===== config.mk =====
export PLATFORM = sky130hd
export DESIGN_NAME = linearity_accum
export DESIGN_NICKNAME = d
export VERILOG_FILES = /design/src/rtl/lin_pkg.sv /design/src/rtl/lin_dnl_stage.sv /design/src/rtl/lin_inl_stage.sv /design/src/rtl/lin_peak.sv /design/src/rtl/linearity_accum.sv
export SDC_FILE = /design/constraint.sdc
export NUM_CORES = 1
export LEC_CHECK = 0
export ABC_AREA = 1
export BUFFER_PORTS_ARGS = -buffer_cell sky130_fd_sc_hd__buf_2
export CORE_MARGIN = 2
export CORE_UTILIZATION = 40
export DETAILED_ROUTE_END_ITERATION = 12
export GPL_TIMING_DRIVEN = 0
export PLACE_DENSITY = 0.68
export SYNTH_ARGS = -nofsm -noshare
export SYNTH_HDL_FRONTEND = slang
export SYNTH_HIERARCHICAL = 1
export SYNTH_SLANG_ARGS = --single-unit

===== constraint.sdc =====
create_clock -name clk -period 5.2 [get_ports clk]
set_input_delay 0.26 -clock clk [delete_from_list [all_inputs] [get_ports clk]]
set_output_delay 0.26 -clock clk [all_outputs]
set_load 0.02 [all_outputs]

===== src/rtl/lin_pkg.sv =====
// Package: shared types for the linearity accumulator.
// Assumes nothing beyond plain two-state flags.
package lin_pkg;
    typedef struct packed {
        logic dnl_ovf;
        logic inl_ovf;
        logic missing;
    } lin_flags_t;
endpackage


===== src/rtl/lin_dnl_stage.sv =====
// Per-code DNL stage: subtracts the ideal count from a finished code count,
// clamps to the signed DNL field and keeps the sticky DNL-overflow and
// missing-code flags. Assumes CNT_W+1 > DNL_W so the raw difference can
// exceed the field in both directions.
module lin_dnl_stage #(
    parameter int CNT_W = 5,
    parameter int DNL_W = 4
) (
    input  logic                    clk,
    input  logic                    rst_n,
    input  logic                    upd_i,
    input  logic [CNT_W-1:0]        cnt_i,
    input  logic [CNT_W-1:0]        ideal_i,
    output logic signed [DNL_W-1:0] dnl_next_o,
    output logic signed [DNL_W-1:0] dnl_q_o,
    output logic                    ovf_q_o,
    output logic                    miss_q_o
);
    localparam int DIFF_W = CNT_W + 1;
    localparam logic signed [DIFF_W-1:0] DIFF_HI = DIFF_W'(2**(DNL_W-1) - 1);
    localparam logic signed [DIFF_W-1:0] DIFF_LO = -DIFF_W'(2**(DNL_W-1));
    localparam logic signed [DNL_W-1:0]  SAT_HI  = DNL_W'(2**(DNL_W-1) - 1);
    localparam logic signed [DNL_W-1:0]  SAT_LO  = {1'b1, {(DNL_W-1){1'b0}}};

    logic signed [DIFF_W-1:0] diff;
    logic                     out_of_range;

    // Raw difference, then clamp to the field limits.
    always_comb begin
        diff         = $signed({1'b0, cnt_i}) - $signed({1'b0, ideal_i});
        out_of_range = 1'b0;
        if (diff > DIFF_HI) begin
            dnl_next_o   = SAT_HI;
            out_of_range = 1'b1;
        end else if (diff < DIFF_LO) begin
            dnl_next_o   = SAT_LO;
            out_of_range = 1'b1;
        end else begin
            dnl_next_o   = diff[DNL_W-1:0];
        end
    end

    // Register the per-code value and the sticky flags.
    always_ff @(posedge clk) begin
        if (!rst_n) begin
            dnl_q_o  <= '0;
            ovf_q_o  <= 1'b0;
            miss_q_o <= 1'b0;
        end else if (upd_i) begin
            dnl_q_o  <= dnl_next_o;
            ovf_q_o  <= ovf_q_o | out_of_range;
            miss_q_o <= miss_q_o | (cnt_i == '0);
        end
    end
endmodule


===== src/rtl/lin_inl_stage.sv =====
// Running INL stage: adds each clamped per-code DNL into a signed sum one bit
// wider than the INL field, clamps the sum into the field and keeps a sticky
// overflow flag. Assumes INL_W > DNL_W.
module lin_inl_stage #(
    parameter int DNL_W = 4,
    parameter int INL_W = 6
) (
    input  logic                    clk,
    input  logic                    rst_n,
    input  logic                    upd_i,
    input  logic signed [DNL_W-1:0] dnl_i,
    output logic signed [INL_W-1:0] inl_next_o,
    output logic signed [INL_W-1:0] inl_q_o,
    output logic                    ovf_q_o
);
    localparam int SUM_W = INL_W + 1;
    localparam logic signed [SUM_W-1:0] SUM_HI = SUM_W'(2**(INL_W-1) - 1);
    localparam logic signed [SUM_W-1:0] SUM_LO = -SUM_W'(2**(INL_W-1));
    localparam logic signed [INL_W-1:0] SAT_HI = INL_W'(2**(INL_W-1) - 1);
    localparam logic signed [INL_W-1:0] SAT_LO = {1'b1, {(INL_W-1){1'b0}}};

    logic signed [SUM_W-1:0] sum;
    logic                    out_of_range;

    // Sign-extended add, then clamp to the field limits.
    always_comb begin
        sum = $signed({inl_q_o[INL_W-1], inl_q_o})
            + $signed({{(SUM_W-DNL_W){dnl_i[DNL_W-1]}}, dnl_i});
        out_of_range = 1'b0;
        if (sum > SUM_HI) begin
            inl_next_o   = SAT_HI;
            out_of_range = 1'b1;
        end else if (sum < SUM_LO) begin
            inl_next_o   = SAT_LO;
            out_of_range = 1'b1;
        end else begin
            inl_next_o   = sum[INL_W-1:0];
        end
    end

    // Register the running sum and the sticky flag.
    always_ff @(posedge clk) begin
        if (!rst_n) begin
            inl_q_o <= '0;
            ovf_q_o <= 1'b0;
        end else if (upd_i) begin
            inl_q_o <= inl_next_o;
            ovf_q_o <= ovf_q_o | out_of_range;
        end
    end
endmodule


===== src/rtl/lin_peak.sv =====
// Peak-magnitude tracker: takes the magnitude of a signed value that is
// about to be registered and keeps the largest one seen. Assumes the most
// negative value's magnitude fits the unsigned W-bit result (it does:
// 2**(W-1) < 2**W).
module lin_peak #(
    parameter int W = 4
) (
    input  logic                clk,
    input  logic                rst_n,
    input  logic                upd_i,
    input  logic signed [W-1:0] val_i,
    output logic        [W-1:0] peak_o
);
    logic [W-1:0] mag;

    // Two's complement magnitude.
    always_comb mag = val_i[W-1] ? (~val_i + W'(1)) : val_i;

    // Replace the stored peak only on a strictly larger magnitude.
    always_ff @(posedge clk) begin
        if (!rst_n)                     peak_o <= '0;
        else if (upd_i && mag > peak_o) peak_o <= mag;
    end
endmodule


===== src/rtl/linearity_accum.sv =====
// Top: streaming linearity accumulator. Connects the DNL stage, the INL
// stage, two peak trackers and the verdict logic. Assumes one count per
// strobe and a synchronous active-low reset to start each test.
module linearity_accum #(
    parameter int CNT_W = 5,
    parameter int DNL_W = 4,
    parameter int INL_W = 6
) (
    input  logic             clk,
    input  logic             rst_n,
    input  logic             cnt_valid_i,
    input  logic [CNT_W-1:0] cnt_i,
    input  logic [CNT_W-1:0] ideal_i,
    input  logic [DNL_W-1:0] dnl_thr_i,
    input  logic [INL_W-1:0] inl_thr_i,
    output logic [DNL_W-1:0] dnl_o,
    output logic [INL_W-1:0] inl_o,
    output logic [DNL_W-1:0] dnl_peak_o,
    output logic [INL_W-1:0] inl_peak_o,
    output logic             dnl_ovf_o,
    output logic             inl_ovf_o,
    output logic             missing_o,
    output logic             fail_o,
    output logic             pass_o
);
    import lin_pkg::*;

    logic signed [DNL_W-1:0] dnl_next, dnl_q;
    logic signed [INL_W-1:0] inl_next, inl_q;
    lin_flags_t              flags;

    lin_dnl_stage #(.CNT_W(CNT_W), .DNL_W(DNL_W)) u_dnl (
        .clk(clk), .rst_n(rst_n), .upd_i(cnt_valid_i),
        .cnt_i(cnt_i), .ideal_i(ideal_i),
        .dnl_next_o(dnl_next), .dnl_q_o(dnl_q),
        .ovf_q_o(flags.dnl_ovf), .miss_q_o(flags.missing)
    );

    lin_inl_stage #(.DNL_W(DNL_W), .INL_W(INL_W)) u_inl (
        .clk(clk), .rst_n(rst_n), .upd_i(cnt_valid_i),
        .dnl_i(dnl_next), .inl_next_o(inl_next), .inl_q_o(inl_q),
        .ovf_q_o(flags.inl_ovf)
    );

    lin_peak #(.W(DNL_W)) u_dnl_peak (
        .clk(clk), .rst_n(rst_n), .upd_i(cnt_valid_i),
        .val_i(dnl_next), .peak_o(dnl_peak_o)
    );

    lin_peak #(.W(INL_W)) u_inl_peak (
        .clk(clk), .rst_n(rst_n), .upd_i(cnt_valid_i),
        .val_i(inl_next), .peak_o(inl_peak_o)
    );

    // Verdict: either overflow or a peak above its threshold fails.
    always_comb begin
        fail_o = flags.dnl_ovf | flags.inl_ovf
               | (dnl_peak_o > dnl_thr_i) | (inl_peak_o > inl_thr_i);
        pass_o = ~fail_o;
    end

    // Drive the per-code and flag outputs.
    always_comb begin
        dnl_o     = dnl_q;
        inl_o     = inl_q;
        dnl_ovf_o = flags.dnl_ovf;
        inl_ovf_o = flags.inl_ovf;
        missing_o = flags.missing;
    end
endmodule


==> flow_summary.toml <==
[place]
place.gp.congestion = 0.788
place_area_sq_um = 2730
placed_cells = 500
io_buffer_count = 47
place_hpwl_mm = 4.02

[worst_setup_path]
r2r_start = "u_inl/inl_q_o[0]"
cpMostUsedCell = "nand2_1"
reg2reg_depth = 24
cp.required_ns = 5.37
arrival_ns = 4.79
max_stage_delay_ns = 0.40
crit_type = "input port to register"
cpMaxStageDelayCell = "fa_1"
reg2reg_to = "u_inl_peak/peak_o[4]"
rrSetupSlack_ns = 1.68
cp-start-kind = "input port"
crit_path_end_kind = "register"
cp_max_fo = 10

[detailed_routing]
ant_nets = 0
via_per_inst = 4.54
drc_errors = 0
wirelength_mm = 4.92
drt_iter0_drc = 53
num_vias = 2288
routedWlPerCell_um = 9.75
detail_route.first_pass.iterations = 4

[cells_and_area]
area_growth_pct = 15.6
nNetsFinal = 488
final_area_sq_um = 2770
drive_gt1_frac = 0.210
finalNonFillerCells = 504
num_antenna_cells = 0

[timing]
maxSlewViolCount = 0
max_clock_freq_mhz = 217
max_slew_margin = 0.792
whs_ns = 0.326
fin_crit_sh = 0.887
hold_viol = 0
rsz0062_at_grt = "no"
min_period_ns = 4.61
setup_viol = 0
tightest_slew_ns = 0.309
final.setup.tns_ns = 0
finClkSkew_ns = 0.00157

[logic_synthesis]
synth_compound_gate_area_share = 0.0553
ys_seq_elements = 23
synth_nets = 436
syn_area_per_cell_sq_um = 6.35
yosys_warnings = 6
async_reset_ff_frac = 0
synth_edf_count = 0
syn_area_sq_um = 2400
synthAdderAreaFrac = 0.189
ys_types = 32
synth.area.mux_share = 0
synthXorXnorAreaFrac = 0.0323
synth_ff_type = "dfxtp_1"
seq_area_frac_synth = 0.192
synthCells = 378
synth-simple-area-share = 0.383
synth_top_family_by_area = "simple AND/OR/NAND/NOR gates"

[floorplan]
start_util = 0.410
io_pins = 48
die_y_um = 81.4
die_width_um = 81.4
rows = 28
die_area_sq_um = 6630
core_region_area_sq_um = 5850

[clock_network]
cts_resized = 0
clock-sinks = 23
cts_buffer_depth = 2
hold_buffers = 0
htreeDepth = 1
clkLatencyLatePin_ns = 0.27
cts_root_buf = "clkbuf_8"
cts_tree = "yes"
clkTransAtPathRegs_ns = 0.09
cts_setup_buffers = 0
cts_buffers = 3

[pwr]
total_leakage_power_nw = 1.72
vdd_drop_max_v = 0.000189
p_per_area_nw_per_um2 = 511
power_mw = 1.42

[outcome]
status = "finished, final reports clean"

[grt]
overflow = 0
grt_pass1_wl_mm = 8.37
grt_pass1_vias = 2021
antenna_found_initial = 0
grt_use_total = 0.157
grt_max_degree = 15

[hold_path]
whs_path_depth = 4
holdCritPathClass = "input port to register"
hold_path_end = "u_dnl/miss_q_o"
hp-start = "cnt_i[0]"

[job]
drv_cap = 0
==> where the power goes <==
group / switching [mW] / internal, mW / total (mW)
clock network: 0.0650 / 0.0536 / 0.119
logic: 0.642 / 0.397 / 1.04
registers: 0.0355 / 0.224 / 0.260
==> flip-flops by register name, summed over array words and instances, names as in the netlist <==
signal,cells
u_dnl/dnl_q_o,4
u_dnl/miss_q_o,1
u_dnl/ovf_q_o,1
u_dnl_peak/peak_o,4
u_inl/inl_q_o,6
u_inl/ovf_q_o,1
u_inl_peak/peak_o,6
==> worst max-delay path: cells and delay by family <==
kind / cells / cell delay, ns
buf+inv: 6 / 0.50
fa+ha+maj: 6 / 1.68
compound gates: 1 / 0.14
xor+xnor: 1 / 0.20
simple gates: 23 / 2.01
==> placed cells by master (no fill, tap or decap), types with 4 or more instances in the layout <==
master / instances
nand2_1: 104
inv_1: 78
buf_2: 47
nor2_1: 46
ha_1: 33
dfxtp_1: 23
nand3_1: 22
nand2_2: 15
a21oi_1: 11
nand3_2: 7
clkbuf_8: 4
xnor2_1: 4
==> synthesized netlist by cell type, types with 3 or more instances <==
cell type | number | area [sq um]
dfxtp_1 | 23 | 460
nand2_2 | 15 | 93.8
inv_1 | 78 | 293
a21oi_1 | 11 | 55.1
nand3_1 | 22 | 110
xnor2_1 | 4 | 35.0
nand3_2 | 7 | 70.1
inv_2 | 3 | 11.3
xor2_1 | 3 | 26.3
nand2_1 | 104 | 390
nor2_1 | 46 | 173
ha_1 | 33 | 413
==> metal layers <==
layer	track usage	share of wire
met3	0.0154	0.040
met4	0.0508	0.0063
met2	0.284	0.48
met5	0	0
met1	0.196	0.48
==> logic make-up after synthesis <==
group                      after synthesis
adders and majority gates               35
buffers and inverters                   87
and+or+nand+nor                        204
xor gates and xnor gates                 8
DFF                                     23
AOI/OAI and AO/OA                       21
==> cell type report <==
cell class,instances,area [sq um]
plain buffers,4,43.8
fillers,629,3080
clock inverters,1,5.00
inverters,83,312
repair buffers,47,235
well taps,75,93.8
flip-flops and latches,23,460
multi-input cells,268,1580
clock buffers,3,41.3
==> through the flow <==
stage                     setup WS, ns   util
final                            0.588  0.474
after global placement           0.325  0.466
after global routing             0.105  0.474
after CTS                        0.566  0.474
after detailed placement         0.293  0.466
after floorplan                  0.843      -
==> worst max-delay path by stage <==
| stage | from | endpoint | slack [ns] | cells past startpoint |
|---|---|---|---|---|
| 3_3_place_gp | cnt_i[0] | u_inl_peak/peak_o[3] | 0.32 | 37 |
| 2_1_floorplan | cnt_i[0] | u_inl_peak/peak_o[3] | 0.84 | 37 |
| 6_report | cnt_i[0] | u_inl_peak/peak_o[4] | 0.59 | 37 |
| 3_5_place_dp | cnt_i[0] | u_inl_peak/peak_o[3] | 0.29 | 37 |
| 4_1_cts | cnt_i[0] | u_inl_peak/peak_o[3] | 0.57 | 37 |
| 5_1_grt | cnt_i[0] | u_inl_peak/peak_o[1] | 0.11 | 37 |
Note: power is estimated with default switching activity, not from simulation.
